**src/rtl/dpf_pkg.sv**
```systemverilog
package dpf_pkg;
  typedef enum logic {
    PATH_NT = 1'b0,
    PATH_TK = 1'b1
  } path_e;
endpackage

```
**src/rtl/dpf_path_slot.sv**
```systemverilog
module dpf_path_slot #(
  parameter int AW = 16,
  parameter int HW = 8,
  parameter logic [AW-1:0] RESET_PC = '0
) (
  input  logic          clk,
  input  logic          rst_n,
  input  logic          clear,
  input  logic          force_ld,
  input  logic [AW-1:0] force_pc,
  input  logic          start,
  input  logic [AW-1:0] start_pc,
  input  logic [HW-1:0] start_hist,
  input  logic          start_live,
  input  logic          step,
  input  logic [AW-1:0] step_pc,
  input  logic          cmp_en,
  input  logic [AW-1:0] merge_pc,
  input  logic          hist_en,
  input  logic          hist_bit,
  output logic [AW-1:0] pc_q,
  output logic [HW-1:0] hist_q,
  output logic          live_q,
  output logic          reach
);
  function automatic logic [HW-1:0] hist_push(input logic [HW-1:0] h, input logic b);
    return {h[HW-2:0], b};
  endfunction

  assign reach = step && cmp_en && live_q && (step_pc == merge_pc);

  always_ff @(posedge clk or negedge rst_n) begin
    if (!rst_n) begin
      pc_q   <= RESET_PC;
      hist_q <= '0;
      live_q <= 1'b0;
    end else begin
      if (force_ld)          pc_q <= force_pc;
      else if (start)        pc_q <= start_pc;
      else if (step && !reach) pc_q <= step_pc;

      if (start)                hist_q <= start_hist;
      else if (step && hist_en) hist_q <= hist_push(hist_q, hist_bit);

      if (clear)      live_q <= 1'b0;
      else if (start) live_q <= start_live;
      else if (reach) live_q <= 1'b0;
    end
  end
endmodule

```
**src/rtl/dpf_turn_arb.sv**
```systemverilog
module dpf_turn_arb (
  input  logic       clk,
  input  logic       rst_n,
  input  logic       dual,
  input  logic [1:0] live,
  input  logic       enter,
  output logic       sel
);
  logic turn_q;

  function automatic logic pick_path(input logic d, input logic [1:0] lv, input logic t);
    if (!d) return 1'b0;
    if (lv == 2'b11) return t;
    return lv[1];
  endfunction

  assign sel = pick_path(dual, live, turn_q);

  always_ff @(posedge clk or negedge rst_n) begin
    if (!rst_n)     turn_q <= 1'b0;
    else if (enter) turn_q <= 1'b0;
    else if (dual)  turn_q <= ~sel;
  end
endmodule

```
**src/rtl/dpf_mode_ctl.sv**
```systemverilog
module dpf_mode_ctl #(
  parameter int AW = 16,
  parameter int PW = 3
) (
  input  logic          clk,
  input  logic          rst_n,
  input  logic          enter,
  input  logic          converge,
  input  logic          redirect,
  input  logic [AW-1:0] merge_in,
  input  logic          loop_in,
  output logic          dual_q,
  output logic [AW-1:0] merge_q,
  output logic [PW-1:0] pid_q,
  output logic          loop_q
);
  always_ff @(posedge clk or negedge rst_n) begin
    if (!rst_n) begin
      dual_q  <= 1'b0;
      merge_q <= '0;
      pid_q   <= '0;
      loop_q  <= 1'b0;
    end else begin
      if (redirect)      dual_q <= 1'b0;
      else if (enter)    dual_q <= 1'b1;
      else if (converge) dual_q <= 1'b0;
      if (enter) begin
        merge_q <= merge_in;
        pid_q   <= pid_q + 1'b1;
        loop_q  <= loop_in;
      end
    end
  end
endmodule

```
**src/rtl/dpf_ctrl.sv**
```systemverilog
module dpf_ctrl #(
  parameter int AW = 16,
  parameter int HW = 8,
  parameter int PRED_W = 3,
  parameter int INSTR_BYTES = 4,
  parameter logic [AW-1:0] RESET_PC = '0
) (
  input  logic              clk,
  input  logic              rst_n,
  input  logic              redirect_valid,
  input  logic [AW-1:0]     redirect_pc,
  input  logic              br_valid,
  input  logic              br_diverge,
  input  logic              br_loop,
  input  logic              br_lowconf,
  input  logic [AW-1:0]     br_target,
  input  logic [AW-1:0]     br_merge,
  input  logic [AW-1:0]     pred_next_pc,
  input  logic              pred_taken,
  output logic [AW-1:0]     fetch_pc,
  output logic              fetch_path,
  output logic              fetch_dual,
  output logic [PRED_W-1:0] fetch_pred_id,
  output logic              fetch_loop,
  output logic [HW-1:0]     fetch_ghr
);
  import dpf_pkg::*;

  localparam logic [AW-1:0] STEP = AW'(INSTR_BYTES);

  logic              dual_q, loop_q, sel;
  logic [AW-1:0]     merge_q;
  logic [PRED_W-1:0] pid_q;
  logic [AW-1:0]     pc_v   [2];
  logic [HW-1:0]     hist_v [2];
  logic [1:0]        live_v, reach_v, step_v;
  logic [AW-1:0]     fall_pc, force0_pc;
  logic              div_cond, nt_live, tk_live;
  logic              enter_ev, skip_ev, retire_ev, converge_ev, force0;
  logic              other_live;
  logic [AW-1:0]     start_pc_v [2];
  logic [HW-1:0]     start_hist_v [2];
  logic [1:0]        start_live_v;

  assign fetch_pc      = pc_v[sel];
  assign fetch_ghr     = hist_v[sel];
  assign fetch_path    = sel;
  assign fetch_dual    = dual_q;
  assign fetch_pred_id = dual_q ? pid_q : '0;
  assign fetch_loop    = dual_q & loop_q;

  assign fall_pc  = fetch_pc + STEP;
  assign nt_live  = (fall_pc != br_merge);
  assign tk_live  = (br_target != br_merge);
  assign div_cond = !dual_q && br_valid && br_diverge && br_lowconf && !redirect_valid;
  assign enter_ev = div_cond && (nt_live || tk_live);
  assign skip_ev  = div_cond && !nt_live && !tk_live;

  assign retire_ev   = |reach_v;
  assign other_live  = sel ? live_v[0] : live_v[1];
  assign converge_ev = dual_q && retire_ev && !other_live;

  assign force0    = redirect_valid || converge_ev || skip_ev;
  assign force0_pc = redirect_valid ? redirect_pc :
                     converge_ev    ? merge_q     : br_merge;

  assign step_v[0] = dual_q ? (sel == PATH_NT) : 1'b1;
  assign step_v[1] = dual_q && (sel == PATH_TK);

  assign start_pc_v[0]   = fall_pc;
  assign start_pc_v[1]   = br_target;
  assign start_hist_v[0] = {fetch_ghr[HW-2:0], 1'b0};
  assign start_hist_v[1] = {fetch_ghr[HW-2:0], 1'b1};
  assign start_live_v    = {tk_live, nt_live};

  for (genvar g = 0; g < 2; g++) begin : g_path
    dpf_path_slot #(.AW(AW), .HW(HW), .RESET_PC(RESET_PC)) u_slot (
      .clk        (clk),
      .rst_n      (rst_n),
      .clear      (redirect_valid),
      .force_ld   ((g == 0) ? force0 : 1'b0),
      .force_pc   (force0_pc),
      .start      (enter_ev),
      .start_pc   (start_pc_v[g]),
      .start_hist (start_hist_v[g]),
      .start_live (start_live_v[g]),
      .step       (step_v[g]),
      .step_pc    (pred_next_pc),
      .cmp_en     (dual_q),
      .merge_pc   (merge_q),
      .hist_en    (br_valid),
      .hist_bit   (pred_taken),
      .pc_q       (pc_v[g]),
      .hist_q     (hist_v[g]),
      .live_q     (live_v[g]),
      .reach      (reach_v[g])
    );
  end

  dpf_turn_arb u_arb (
    .clk   (clk),
    .rst_n (rst_n),
    .dual  (dual_q),
    .live  (live_v),
    .enter (enter_ev),
    .sel   (sel)
  );

  dpf_mode_ctl #(.AW(AW), .PW(PRED_W)) u_mode (
    .clk      (clk),
    .rst_n    (rst_n),
    .enter    (enter_ev),
    .converge (converge_ev),
    .redirect (redirect_valid),
    .merge_in (br_merge),
    .loop_in  (br_loop),
    .dual_q   (dual_q),
    .merge_q  (merge_q),
    .pid_q    (pid_q),
    .loop_q   (loop_q)
  );
endmodule

```
**config.mk**
```make
export PLATFORM = sky130hd
export DESIGN_NAME = dpf_ctrl
export DESIGN_NICKNAME = d
export VERILOG_FILES = /design/src/rtl/dpf_pkg.sv /design/src/rtl/dpf_path_slot.sv /design/src/rtl/dpf_turn_arb.sv /design/src/rtl/dpf_mode_ctl.sv /design/src/rtl/dpf_ctrl.sv
export SDC_FILE = /design/constraint.sdc
export NUM_CORES = 1
export LEC_CHECK = 0
export BUFFER_PORTS_ARGS = -buffer_cell sky130_fd_sc_hd__buf_2
export CAP_MARGIN = 15
export CORE_ASPECT_RATIO = 1.2
export CORE_UTILIZATION = 52
export CTS_CLUSTER_SIZE = 16
export DETAILED_ROUTE_END_ITERATION = 10
export HOLD_SLACK_MARGIN = 0.03
export PLACE_DENSITY = 0.83
export SETUP_SLACK_MARGIN = 0.5
export SKIP_CTS_REPAIR_TIMING = 1
export SYNTH_ARGS = -nofsm -noshare
export SYNTH_HDL_FRONTEND = slang
export SYNTH_SLANG_ARGS = --single-unit
export TNS_END_PERCENT = 5
```
**constraint.sdc**
```tcl
create_clock -name clk -period 4.6 [get_ports clk]
set_clock_uncertainty 0.05 [all_clocks]
set_input_delay 0.92 -clock clk [delete_from_list [all_inputs] [get_ports clk]]
set_output_delay 0.92 -clock clk [all_outputs]
set_load 0.05 [all_outputs]
```
* Word-level counts from Yosys, hierarchy flattened
Cells that the tools add are included.
Cells by class: $add $sub $neg 2, magnitude comparators 1, eq/ne operators 4, mux-type cells 37, bitwise logic cells 3, reductions and logical operators 39
Operators with widths (number):
- two-way mux 16 bit | 10
- two-way mux 8 bit | 7
- != test 16 bit | 2
- logical AND 1 bit | 20
- two-way mux 1 bit | 19
- adder 16 x 3 -> 16 bit, second input constant | 1
- == test 16 bit | 1
- nonzero test 3 bit | 4
- nonzero test 2 bit | 4
- logical NOT 1 bit | 7
- adder 3 x 1 -> 3 bit, second input constant | 1
- logical OR 1 bit | 3
- two-way mux 3 bit | 1
- == test 2 bit, second input constant | 1
- greater-or-equal comparator 2 bit, second input constant | 1
- inverter 1 -> 2 bit | 1
- OR reduction 2 bit | 1
- AND 1 bit | 1
- inverter 1 bit | 1
Storage, ports and cells: register bits 72, bits of input ports 72, output and inout bits 30, logic and storage cells 97

* Longest topological paths before layout
Gate-level depths: netlist of the first run.
word-level depth 16, depth in mapped cells 23, gate-level depth less buffers 15

* Cells and area by module
Synthesis of the first run repeated with hierarchy kept, for this count alone.
Second synthesis, totals: cell total of the unflattened synthesis 767, area total of the unflattened synthesis 6740.2 um2
Modules (own cells, without submodules):
- dpf_path_slot | times used 2, cells an instance 252, area an instance 2089.5 um2, sequential area each 625.6 um2
- dpf_ctrl | times used 1, cells an instance 210, area an instance 1630.3 um2, sequential area each 0.0 um2
- dpf_mode_ctl | times used 1, cells an instance 48, area an instance 865.8 um2, sequential area each 525.5 um2
- dpf_turn_arb | times used 1, cells an instance 5, area an instance 65.1 um2, sequential area each 25.0 um2

* Worst setup path after synthesis of the first run
OpenSTA, ideal clock, no wires.
kind register to register, from register u_mode.dual_q, to register g_path[1].u_slot.pc_q[10], library setup time 127 ps, arrival time 4910 ps, data required time 4423 ps, slack -487 ps, stages on the path, launching flop included 23, buffers on the path 7, period minus slack after synthesis 5087 ps, cell sequence dfrtp_1 and2_1 buf_6 nand2_8 inv_4 clkbuf_1 buf_1 nand2_1 nand2_1 ha_1 clkbuf_1 clkbuf_1 nor2_1 a221oi_1 nand2_1 a32oi_1 and3_1 nand4_1 or4_4 nand2_2 buf_6 buf_12 mux2_1
Between the ends: longest elaborated chain between the ends 10, elaborated cells between the ends (all ways) 22, classes of those cells add/sub (1); eq/ne (1); mux (5); bitwise (1); reduce/logical (14)
Ends and longest elaborated chain:
- from (decl) | line dpf_mode_ctl.sv:12 | output logic dual_q,
- from (signal assigned) | line dpf_mode_ctl.sv:19 | dual_q <= 1'b0;
- from (signal assigned) | line dpf_mode_ctl.sv:24 | if (redirect) dual_q <= 1'b0;
- from (signal assigned) | line dpf_mode_ctl.sv:25 | else if (enter) dual_q <= 1'b1;
- two-way mux 1 bit * | line dpf_turn_arb.sv:13 | if (lv == 2'b11) return t;
- inverter 1 -> 2 bit (not written as such) * | line dpf_ctrl.sv:45 | assign fetch_pc = pc_v[sel];
- two-way mux 16 bit (not written as such) * (3 in series) | line dpf_ctrl.sv:45
- via fetch_pc[3] | line dpf_ctrl.sv:20 | output logic [AW-1:0] fetch_pc,
- adder 16 x 3 -> 16 bit * | line dpf_ctrl.sv:52 | assign fall_pc = fetch_pc + STEP;
- != test 16 bit * | line dpf_ctrl.sv:53 | assign nt_live = (fall_pc != br_merge);
- logical OR 1 bit * | line dpf_ctrl.sv:56 | assign enter_ev = div_cond && (nt_live || tk_live);
- logical AND 1 bit * | line dpf_ctrl.sv:56
- two-way mux 16 bit or nonzero test 2 bit (tied branches)
- to (signal assigned) | line dpf_path_slot.sv:38 | if (force_ld) pc_q <= force_pc;
- to (signal assigned) | line dpf_path_slot.sv:39 | else if (start) pc_q <= start_pc;
- to (signal assigned) | line dpf_path_slot.sv:40 | else if (step && !reach) pc_q <= step_pc;
- to (decl) | line dpf_path_slot.sv:21 | output logic [AW-1:0] pc_q,
Mark *: on every way through the listed nets, which the timed path passes. The rest lies on a longest branch. The select of a mux whose other input is x is not followed. A chain may end at the register's enable or synchronous reset.

* Final worst setup path of the first run
from register g_path[0].u_slot.live_q, to register g_path[1].u_slot.pc_q[5]
Between the ends: longest elaborated chain between the ends 14, elaborated cells between the ends (all ways) 22, classes of those cells add/sub (1); eq/ne (2); mux (9); bitwise (1); reduce/logical (9)
Ends and longest elaborated chain:
- from (decl) | line dpf_path_slot.sv:23 | output logic live_q,
- from (signal assigned) | line dpf_path_slot.sv:46 | else if (start) live_q <= start_live;
- == test 2 bit * | line dpf_turn_arb.sv:13
- two-way mux 1 bit (2 in series) | line dpf_turn_arb.sv:13
- two-way mux 1 bit * | line dpf_turn_arb.sv:14 | return lv[1];
- two-way mux 1 bit * | line dpf_turn_arb.sv:13
- inverter 1 -> 2 bit (not written as such) | line dpf_ctrl.sv:45
- two-way mux 16 bit (not written as such) (3 in series) | line dpf_ctrl.sv:45
- adder 16 x 3 -> 16 bit | line dpf_ctrl.sv:52
- != test 16 bit | line dpf_ctrl.sv:53
- logical OR 1 bit | line dpf_ctrl.sv:56
- logical AND 1 bit | line dpf_ctrl.sv:56
- two-way mux 16 bit or nonzero test 2 bit (tied branches)
Every way passes the cells marked *; elsewhere a longest branch is shown, timed or not. The select of a mux whose other input is x is not followed.

==> results of run 1 <==
[per-stage QoR]
step | instances | power, mW | cell area (sq um) | utilization | hold slack (ns)
2_1_floorplan | 620 | 1.44 | 5660 | - | 0.388
5_1_grt | 844 | 2.47 | 6540 | 0.625 | 0.464
4_1_cts | 837 | 2.34 | 6450 | 0.617 | 0.425
3_5_place_dp | 822 | 1.67 | 6170 | 0.590 | 0.418
6_report | 844 | 2.35 | 6540 | 0.625 | 0.417
3_3_place_gp | 822 | 1.64 | 6170 | 0.590 | 0.411
[cells by family (layout without fill, tap and decap cells)]
| group | Yosys count | after routing | share of synthesized area |
|---|---|---|---|
| AO/OA/AOI/OAI | 125 | 125 | 0.147 |
| XOR/XNOR | 62 | 62 | 0.108 |
| adder cells (fa/ha/maj) | 2 | 2 | 0.00450 |
| buffers and inverters | 55 | 150 | 0.0491 |
| flip-flops | 72 | 72 | 0.324 |
| multiplexers | 89 | 89 | 0.176 |
| AND/OR/NAND/NOR | 215 | 215 | 0.192 |
[layout make-up]
class | count | area [sq um]
Fill cell | 908 | 3920
Multi-Input combinational cell | 493 | 3550
Tap cell | 129 | 161
Clock buffer | 15 | 278
Inverter | 11 | 46.3
Sequential cell | 72 | 1800
Timing Repair Buffer | 124 | 707
[power breakdown]
group / switching (mW) / internal, mW
Sequential: 0.162 / 0.773
Clock: 0.260 / 0.407
Combinational: 0.425 / 0.324
Total: 0.847 / 1.50
[registers in the layout, indices dropped and copies added (netlist names)]
register / cells
g_path.u_slot.pc_q: 32
g_path.u_slot.hist_q: 16
u_mode.merge_q: 16
u_mode.pid_q: 3
g_path.u_slot.live_q: 2
u_arb.turn_q: 1
u_mode.dual_q: 1
u_mode.loop_q: 1
[cells in the final DEF, fill, tap and decap left out, types with 5 or more instances in the layout]
master | Yosys | routed
sky130_fd_sc_hd__a21oi_1 | 40 | 40
sky130_fd_sc_hd__a22oi_1 | 8 | 8
sky130_fd_sc_hd__and2_1 | 7 | 6
sky130_fd_sc_hd__and3_1 | 10 | 10
sky130_fd_sc_hd__buf_2 | 8 | 101
sky130_fd_sc_hd__buf_4 | 3 | 20
sky130_fd_sc_hd__clkbuf_16 | 0 | 9
sky130_fd_sc_hd__dfrtp_1 | 72 | 71
sky130_fd_sc_hd__inv_1 | 10 | 10
sky130_fd_sc_hd__mux2_1 | 5 | 5
sky130_fd_sc_hd__mux2_2 | 58 | 58
sky130_fd_sc_hd__mux2i_1 | 24 | 24
sky130_fd_sc_hd__nand2_1 | 74 | 70
sky130_fd_sc_hd__nand3_1 | 25 | 25
sky130_fd_sc_hd__nand4_1 | 11 | 11
sky130_fd_sc_hd__nor2_1 | 39 | 39
sky130_fd_sc_hd__nor3_1 | 17 | 17
sky130_fd_sc_hd__nor4_1 | 8 | 8
sky130_fd_sc_hd__o211ai_1 | 10 | 10
sky130_fd_sc_hd__o21ai_0 | 22 | 21
sky130_fd_sc_hd__o2bb2ai_1 | 7 | 7
sky130_fd_sc_hd__or3_1 | 6 | 6
sky130_fd_sc_hd__xnor2_1 | 32 | 32
sky130_fd_sc_hd__xor2_1 | 26 | 26
[worst max-delay path by stage]
stage	cells after the start	to	slack, ns	startpoint
4_1_cts	14	u_mode.merge_q[14]	0.29	u_arb.turn_q
6_report	15	g_path[1].u_slot.pc_q[5]	0.61	g_path[0].u_slot.live_q
2_1_floorplan	21	g_path[1].u_slot.pc_q[10]	0.50	u_mode.dual_q
3_5_place_dp	14	u_mode.merge_q[14]	0.29	u_arb.turn_q
5_1_grt	15	u_mode.merge_q[8]	0.49	g_path[0].u_slot.live_q
3_3_place_gp	14	u_mode.merge_q[12]	0.40	u_arb.turn_q
[worst reg2reg max path: cells and delay by family (launching register included)]
kind	cells	cell delay (ns)
flops	1	0.45
mux	1	0.37
compound gates	4	0.70
simple gates	7	1.75
buf+inv	2	0.34
fa+ha+maj	1	0.21
[per-layer routing]
metal / vias to the layer above / GRT usage
li1: 2425 / -
met1: 2486 / 0.390
met2: 279 / 0.539
met3: 72 / 0.0569
met4: 0 / 0.209
met5: - / 0
==> flow_summary.toml, run 1 <==
[run_status]
run_status = "finished clean"

[final_layout]
synth_to_layout_area_growth_pct = 17.6
design.final.nets = 785
insertedDiodeCount = 0
final_layout_size_suffix_gt1_frac = 0.302

[routing]
route.detailed.wl_per_inst_um = 20.4
met3_length_um = 1180
routed_wirelength_um = 17200
ant_nets = 0
route.vias.total = 5262
drt_pre_antenna_iters = 5
route.detailed.drc = 0
dr.max_layer_used = "met4"
vias_per_cell = 6.23
initialDrtViolationCount = 329
dr_wl_met2_um = 8150
met1_length_um = 6710

[setup_path]
cp.arrival_ns = 4.16
cell_class_contributing_the_biggest_share_of_worst_path_delay = "simple AND/OR/NAND/NOR gates"
cp_slowest_cell = "sky130_fd_sc_hd__or4_4"
r2r.worst_path.cells = 15
end_kind = "flop"
critical_path.max_fanout = 17
critical_path_buf_inv_count = 2
reg2reg_to = "g_path[1].u_slot.pc_q[5]"
startpoint_type_of_the_worst_setup_path = "flop"
critical_path_class = "flop to flop"
crit_chain = "nor2b_1 -> o21ai_2 -> nand2_4 -> ha_4 -> buf_12 -> nor2b_1 -> nand4_1 -> a22oi_1 -> a22oi_1 -> o21ai_0 -> or4_4 -> or4_4 -> nand2_2 -> buf_6 -> mux2_2"
timing.rr.start = "g_path[0].u_slot.live_q"
rrSetupSlack_ns = 0.61
cpPeakStageDelay_ns = 0.55
required_ns = 4.77

[place]
place_ws_ns = 0.294
gp_routability_congestion = 1.00
placed_wire_length_estimate_after_detailed_placement_um = 12700
port_buffers = 101

[synthesis]
area_leader_netlist = "sky130_fd_sc_hd__dfrtp_1"
ys_warn_count = 0
leading_cell_type_by_number_of_instances_after_synthesis = "sky130_fd_sc_hd__nand2_1"
post_synth_instance_area_sq_um = 5560
postSynth.asyncResetShare = 1.00
synth_area_per_cell_sq_um = 8.97
synth.yosys.seq_area_share = 0.324
synth.ff_latch_count = 72
synth_area_leaders = "sky130_fd_sc_hd__dfrtp_1, sky130_fd_sc_hd__mux2_2, sky130_fd_sc_hd__xnor2_1"
postSynth.topFlopCell = "sky130_fd_sc_hd__dfrtp_1"
postSynthCellCount = 620
netlist.area_leader.share = 0.324
synth.cells.most_frequent = "sky130_fd_sc_hd__nand2_1, sky130_fd_sc_hd__dfrtp_1, sky130_fd_sc_hd__mux2_2"
synth_edf_count = 0
number_of_distinct_standard_cells_referenced_by_the_synthesized_netlist = 64
synth_fp_nets = 694

[global_routing]
overflow = 0
global_route_usage_over_all_layers = 0.327
largest_net_degree_at_the_start_of_global_routing = 42
antenna_found_initial = 0
grt_pass1_wl_um = 27000
vias_in_the_first_global_route = 5261

[floorplan]
rows = 41
initial_core_utilization = 0.531
num_io_pins = 102
floorplan.core_area_sq_um = 10500
die-area_sq_um = 11100
die_h_um = 115
die_width_um = 96.4

[cts]
clockRootBuffer = "sky130_fd_sc_hd__clkbuf_16"
clk_transition_reported_paths_ns = 0.05
numCtsBuffers = 9
htree_levels = 3
tritoncts = "built"
clock_latency_ns = 0.34
clock_sinks = 72
cts_max_path_buffers = 2

[sta]
report.final.hold_viol_count = 0
final_tns_setup_ns = 0
period_needed_ns = 3.99
finalSetupViolations = 0
worst_slew_margin_rel = 0.279
fin_crit_sh = 0.867
maxSlewViolCount = 0
maxClockFrequency_ghz = 0.251
worst_slew_pin_slew_ns = 1.08
layout_setup_ws_ns = 0.610
grt_setup_unrepaired = "false"

[min_path]
holdCritStartpoint = "u_mode.pid_q[2]"
worstHoldEndpoint = "u_mode.pid_q[2]"
min_delay_worst_type = "flop to flop"
holdPathStages = 1

[flow_run]
maxCapViolCount = 0

[power]
power_per_cell_area_nw_per_um2 = 359
cellLeakagePower_nw = 2.93
peakVddDrop_mv = 0.202
No activity file was read; power rests on OpenSTA's default activity.
==> run 2, diff against run 1 <==
--- a/config.mk
+++ b/config.mk
@@ -5,14 +5,15 @@
 export SDC_FILE = /design/constraint.sdc
 export NUM_CORES = 1
 export LEC_CHECK = 0
+export ABC_AREA = 1
 export BUFFER_PORTS_ARGS = -buffer_cell sky130_fd_sc_hd__buf_2
 export CAP_MARGIN = 15
 export CORE_ASPECT_RATIO = 1.2
-export CORE_UTILIZATION = 52
+export CORE_UTILIZATION = 51
 export CTS_CLUSTER_SIZE = 16
 export DETAILED_ROUTE_END_ITERATION = 10
 export HOLD_SLACK_MARGIN = 0.03
-export PLACE_DENSITY = 0.83
+export PLACE_DENSITY = 0.82
 export SETUP_SLACK_MARGIN = 0.5
 export SKIP_CTS_REPAIR_TIMING = 1
 export SYNTH_ARGS = -nofsm -noshare
==> run 2 against run 1 <==
Against the previous run: critical path depth is 3 higher; worst hold slack better by 0.0058 ns; register-to-register slack better by 0.32 ns; total power is 1.0% lower; via count is 17% higher; first-iteration DRC count is 110% higher; maximum frequency is 8.8% higher; critical path type unchanged.
==> flow_summary.toml, run 2 <==
[cts]
numCtsBuffers = 9
clock_sinks = 72
clockRootBuffer = "sky130_fd_sc_hd__clkbuf_16"
htree_levels = 3
clock_latency_ns = 0.34
clk_transition_reported_paths_ns = 0.06
tritoncts = "built"
cts_max_path_buffers = 2

[sta]
worst_slew_pin_slew_ns = 0.934
fin_crit_sh = 0.797
finalSetupViolations = 0
holdWs_ns = 0.422
report.final.hold_viol_count = 0
maxClockFrequency_ghz = 0.273
maxSlewViolCount = 0
final_tns_setup_ns = 0
layout_setup_ws_ns = 0.932
worst_slew_margin_rel = 0.377
grt_setup_unrepaired = "false"
period_needed_ns = 3.67

[power]
cellLeakagePower_nw = 3.45
peakVddDrop_mv = 0.309
power_per_cell_area_nw_per_um2 = 364
p_total_mw = 2.33

[setup_path]
end_kind = "flop"
crit_chain = "nand2_1 -> buf_4 -> nand4_1 -> nand2_1 -> ha_1 -> nand3_1 -> nor2_1 -> nand2_1 -> nand3b_1 -> nand2_1 -> inv_1 -> nand2_1 -> nor2_1 -> nand4_1 -> nand3_1 -> nand3_1 -> nand2_1 -> nand2_1"
cp_slowest_cell = "sky130_fd_sc_hd__nand4_1"
cell_class_contributing_the_biggest_share_of_worst_path_delay = "simple AND/OR/NAND/NOR gates"
critical_path.max_fanout = 20
critPathMostFrequentCell = "sky130_fd_sc_hd__nand2_1"
critical_path_class = "flop to flop"
startpoint_type_of_the_worst_setup_path = "flop"
rrSetupSlack_ns = 0.93
timing.rr.start = "g_path[0].u_slot.live_q"
r2r.worst_path.cells = 18
cpPeakStageDelay_ns = 0.59
reg2reg_to = "g_path[0].u_slot.pc_q[12]"
required_ns = 4.78
cp.arrival_ns = 3.85
critical_path_buf_inv_count = 2

[routing]
route.vias.total = 6133
vias_per_cell = 5.67
routed_wirelength_um = 17200
route.detailed.drc = 0
initialDrtViolationCount = 682
ant_nets = 0
route.detailed.wl_per_inst_um = 15.9
drt_pre_antenna_iters = 5

[min_path]
min_delay_worst_type = "flop to flop"
worstHoldEndpoint = "u_mode.pid_q[2]"
holdCritStartpoint = "u_mode.pid_q[2]"
holdPathStages = 1

[final_layout]
regMostFlops = "g_path.u_slot.pc_q"
final_design_instance_area_without_fill_sq_um = 6390
largest_register_ff_count = 32
design.final.nets = 1022
fillers = 991
top_regs = "g_path.u_slot.pc_q x32, g_path.u_slot.hist_q x16, u_mode.merge_q x16"
layout_common_cells = "sky130_fd_sc_hd__nand2_1, sky130_fd_sc_hd__nand3_1, sky130_fd_sc_hd__buf_2, sky130_fd_sc_hd__inv_1, sky130_fd_sc_hd__dfrtp_1"
layout_commonest_cell = "sky130_fd_sc_hd__nand2_1"
insertedDiodeCount = 0
final_layout_size_suffix_gt1_frac = 0.162
synth_to_layout_area_growth_pct = 16.8

[synthesis]
synth_area_leaders = "sky130_fd_sc_hd__dfrtp_1, sky130_fd_sc_hd__nand2_1, sky130_fd_sc_hd__nand3_1"
synth.yosys.seq_area_share = 0.329
synth.cells.most_frequent = "sky130_fd_sc_hd__nand2_1, sky130_fd_sc_hd__nand3_1, sky130_fd_sc_hd__inv_1"
ys_warn_count = 0
postSynthCellCount = 859
leading_cell_type_by_number_of_instances_after_synthesis = "sky130_fd_sc_hd__nand2_1"
post_synth_instance_area_sq_um = 5470
synth_edf_count = 0
synth_fp_nets = 933
synth_area_per_cell_sq_um = 6.37
synth.ff_latch_count = 72
area_leader_netlist = "sky130_fd_sc_hd__dfrtp_1"
number_of_distinct_standard_cells_referenced_by_the_synthesized_netlist = 37
netlist.area_leader.share = 0.329
postSynth.topFlopCell = "sky130_fd_sc_hd__dfrtp_1"
postSynth.asyncResetShare = 1.00

[floorplan]
die_h_um = 115
die_width_um = 96.5
rows = 41
die-area_sq_um = 11100
num_io_pins = 102
floorplan.core_area_sq_um = 10500
initial_core_utilization = 0.523

[place]
place_ws_ns = 0.716
placed_wire_length_estimate_after_detailed_placement_um = 12600
port_buffers = 101
gp_routability_congestion = 0.917
detailed_place.area_sq_um = 6060

[flow_run]
maxCapViolCount = 0

[global_routing]
vias_in_the_first_global_route = 5625
largest_net_degree_at_the_start_of_global_routing = 73
overflow = 0
grt_pass1_wl_um = 27500
global_route_usage_over_all_layers = 0.325
antenna_found_initial = 0

[run_status]
run_status = "finished clean"
## run 2: final cells by class
type,instances,area [sq um],area share
clock buffers,11,233,0.0364
clock inverters,4,70.1,0.0110
inverters,89,337,0.0527
multi-input cells,661,3160,0.495
flip-flops and latches,72,1800,0.282
well taps,129,161,0.0253
repair buffers,115,626,0.0979
## run 2: logic make-up (layout without fill, tap and decap cells)
family / count (synthesis) / count (layout) / share of synthesized area
AND/OR/NAND/NOR: 564 / 564 / 0.462
flip-flops: 72 / 72 / 0.329
multiplexers: 1 / 1 / 0.00206
adder cells (fa/ha/maj): 2 / 2 / 0.00457
AO/OA/AOI/OAI: 73 / 73 / 0.0712
XOR/XNOR: 21 / 21 / 0.0364
buffers and inverters: 126 / 219 / 0.0945
## run 2: per-layer routing
| layer | routed length (um) | global-route usage |
|---|---|---|
| met1 | 6850 | 0.434 |
| met2 | 7820 | 0.490 |
| met3 | 1730 | 0.0636 |
| met4 | 814 | 0.184 |
| met5 | 0 | 0 |
## run 2: how the worst max path moves through the flow
| stage | start | to | slack [ns] | cells after the start |
|---|---|---|---|---|
| after floorplan | u_mode.dual_q | fetch_ghr[4] | 0.84 | 6 |
| after global placement | pred_next_pc[2] | g_path[0].u_slot.pc_q[8] | 0.76 | 14 |
| after detailed placement | g_path[0].u_slot.live_q | u_mode.dual_q | 0.72 | 19 |
| after CTS | g_path[0].u_slot.live_q | g_path[1].u_slot.pc_q[0] | 0.70 | 20 |
| after global routing | g_path[0].u_slot.live_q | g_path[0].u_slot.live_q | 0.53 | 21 |
| final | g_path[0].u_slot.live_q | g_path[0].u_slot.pc_q[12] | 0.93 | 18 |
## run 2: power by group
part / internal, mW / leakage (nW) / total, mW / switching (mW)
Sequential: 0.776 / 0.882 / 0.880 / 0.104
Combinational: 0.226 / 2.42 / 0.721 / 0.495
Clock: 0.470 / 0.149 / 0.726 / 0.257
## run 2: through the flow
step | utilization | cells
CTS | 0.608 | 1080
global placement | 0.579 | 1065
global route | 0.611 | 1081
finish | 0.611 | 1081
detailed placement | 0.579 | 1065
floorplan | - | 859
==> run 3, diff against run 2 <==
--- a/config.mk
+++ b/config.mk
@@ -5,15 +5,15 @@
 export SDC_FILE = /design/constraint.sdc
 export NUM_CORES = 1
 export LEC_CHECK = 0
-export ABC_AREA = 1
+export ABC_AREA = 0
 export BUFFER_PORTS_ARGS = -buffer_cell sky130_fd_sc_hd__buf_2
 export CAP_MARGIN = 15
 export CORE_ASPECT_RATIO = 1.2
-export CORE_UTILIZATION = 51
+export CORE_UTILIZATION = 52
 export CTS_CLUSTER_SIZE = 16
 export DETAILED_ROUTE_END_ITERATION = 10
 export HOLD_SLACK_MARGIN = 0.03
-export PLACE_DENSITY = 0.82
+export PLACE_DENSITY = 0.83
 export SETUP_SLACK_MARGIN = 0.5
 export SKIP_CTS_REPAIR_TIMING = 1
 export SYNTH_ARGS = -nofsm -noshare
==> constraint.sdc (replaced) <==
create_clock -name clk -period 3.3 [get_ports clk]
set_clock_uncertainty 0.05 [all_clocks]
set_input_delay 0.66 -clock clk [delete_from_list [all_inputs] [get_ports clk]]
set_output_delay 0.66 -clock clk [all_outputs]
set_load 0.05 [all_outputs]
==> run 3 against run 2 <==
Against the previous run: cell count decreased by 12%; critical endpoint is now u_mode.merge_q[9]; critical path depth is 6 lower; total power up 69%; clock-buffer cell count unchanged; register-to-register slack got worse by 1.3 ns; sequential share of layout area fell by 4.6 points; the flow now finishes with violations (setup timing); combinational power grew 83%; global-route usage increased by 4.3 points; first-iteration DRC count decreased by 35%; die area shrank 0.28%; via count down 3.5%; wire length increased by 21%; largest cell class unchanged.
==> flow_summary.toml, run 3 (synthesis gave the netlist of run 1 again) <==
[run_status]
failing_checks = "setup timing"
run_status = "complete, but fails checks"

[power]
cellLeakagePower_nw = 3.64
p_total_mw = 3.94
peakVddDrop_mv = 0.313
power_per_cell_area_nw_per_um2 = 514
power_frac_clock = 0.342
power.share.combinational = 0.336
p_int_mw = 2.62
p_switching_mw = 1.31
power.sequential.fraction = 0.322
power.share.switching = 0.333

[cts]
clk_transition_reported_paths_ns = 0.06
numCtsBuffers = 9
cts_max_path_buffers = 2
clock_latency_ns = 0.35
clock_sinks = 72
clockRootBuffer = "sky130_fd_sc_hd__clkbuf_16"
htree_levels = 3
tritoncts = "built"

[place]
gp_routability_congestion = 1.01
port_buffers = 101
place_ws_ns = -0.328
placed_wire_length_estimate_after_detailed_placement_um = 15000

[floorplan]
die_h_um = 115
num_io_pins = 102
die-area_sq_um = 11100
initial_core_utilization = 0.531
floorplan.core_area_sq_um = 10500
die_width_um = 96.4
rows = 41

[sta]
period_needed_ns = 3.71
maxClockFrequency_ghz = 0.270
layout_setup_ws_ns = -0.406
grt_setup_unrepaired = "true"
worst_slew_pin_slew_ns = 0.783
fin_crit_sh = 1.12
finalSetupViolations = 61
maxSlewViolCount = 0
worst_slew_margin_rel = 0.478
report.final.hold_viol_count = 0

[final_layout]
insertedDiodeCount = 0
regMostFlops = "g_path.u_slot.pc_q"
fillers = 770
synth_to_layout_area_growth_pct = 37.7
layout_commonest_cell = "sky130_fd_sc_hd__buf_4"
utilization = 0.732
largest_register_ff_count = 32
final_layout_size_suffix_gt1_frac = 0.412
top_regs = "g_path.u_slot.pc_q x32, g_path.u_slot.hist_q x16, u_mode.merge_q x16"
layout_common_cells = "sky130_fd_sc_hd__buf_4, sky130_fd_sc_hd__buf_2, sky130_fd_sc_hd__dfrtp_1, sky130_fd_sc_hd__nand2_1, sky130_fd_sc_hd__mux2_2"
design.final.nets = 889

[setup_path]
cpPeakStageDelay_ns = 0.55
end_kind = "flop"
startpoint_type_of_the_worst_setup_path = "flop"
crit_chain = "and2_4 -> buf_4 -> buf_4 -> a21oi_1 -> a32oi_2 -> nor2_1 -> xnor3_1 -> or4_4 -> or4_4 -> nand2_8 -> buf_12 -> mux2_2"
cp_slowest_cell = "sky130_fd_sc_hd__or4_4"
critical_path.max_fanout = 7
required_ns = 3.48
cp.arrival_ns = 3.89
critical_path_class = "flop to flop"

[routing]
route.detailed.wl_per_inst_um = 21.9
routed_wirelength_um = 20800
route.detailed.drc = 0
initialDrtViolationCount = 440
vias_per_cell = 6.24
drt_pre_antenna_iters = 6
route.vias.total = 5919
ant_nets = 0

[global_routing]
overflow = 0
global_route_usage_over_all_layers = 0.368
largest_net_degree_at_the_start_of_global_routing = 37
vias_in_the_first_global_route = 5738
grt_pass1_wl_um = 29800
antenna_found_initial = 0

[flow_run]
maxCapViolCount = 0

[min_path]
min_delay_worst_type = "input pin to async pin"
-- run 3: cell type report --
cell class | count | area (sq um) | area share
clock buffers | 11 | 253 | 0.0330
flip-flops and latches | 72 | 1800 | 0.235
inverters | 11 | 48.8 | 0.00637
repair buffers | 228 | 1570 | 0.204
clock inverters | 5 | 150 | 0.0196
multi-input cells | 493 | 3670 | 0.480
well taps | 129 | 161 | 0.0211
-- run 3: routing by layer --
| layer | part of all wire | vias up | global-route usage |
|---|---|---|---|
| met2 | 0.49 | 407 | 0.618 |
| met3 | 0.079 | 98 | 0.0556 |
| met5 | 0 | - | 0 |
| met4 | 0.063 | 0 | 0.256 |
| li1 | - | 2639 | - |
| met1 | 0.37 | 2775 | 0.424 |
-- run 3: critical path: cells and delay by family (launching register included) --
kind	cells	cell delay, ns
AND/OR/NAND/NOR	5	1.68
AO/OA/AOI/OAI	2	0.35
XOR/XNOR	1	0.27
buffers and inverters	3	0.46
flip-flops	1	0.43
multiplexers	1	0.35
-- run 3: worst paths after layout --
check / from / slack, ns / to / depth (start not counted)
worst min-delay path: rst_n / 0.32 / g_path[1].u_slot.live_q / 2
max in group asynchronous: rst_n / 2.49 / g_path[0].u_slot.pc_q[6] / 2
worst min register to register: u_mode.pid_q[2] / 0.42 / u_mode.pid_q[2] / 1
worst max-delay path: u_mode.dual_q / -0.41 / u_mode.merge_q[9] / 12
worst max register to register: u_mode.dual_q / -0.41 / u_mode.merge_q[9] / 12
min in group clk: u_mode.pid_q[2] / 0.42 / u_mode.pid_q[2] / 1
-- run 3: per-stage QoR --
step / instances / cell area [sq um] / TNS, ns / hold WS (ns)
CTS: 938 / 7390 / -15.86 / 0.342
detailed placement: 922 / 6990 / -12.34 / 0.426
global placement: 922 / 6990 / -9.84 / 0.403
floorplan: 620 / 5700 / -40.23 / 0.314
global route: 949 / 7660 / -20.53 / 0.373
finish: 949 / 7660 / -17.22 / 0.320
-- run 3: power by group through the flow --
stage | logic, mW | registers (mW) | clock network, mW
floorplan | 0.791 | 1.23 | 0
global placement | 1.22 | 1.26 | 0
detailed placement | 1.25 | 1.27 | 0
finish | 1.32 | 1.27 | 1.35
global route | 1.40 | 1.29 | 1.37
CTS | 1.26 | 1.26 | 1.34
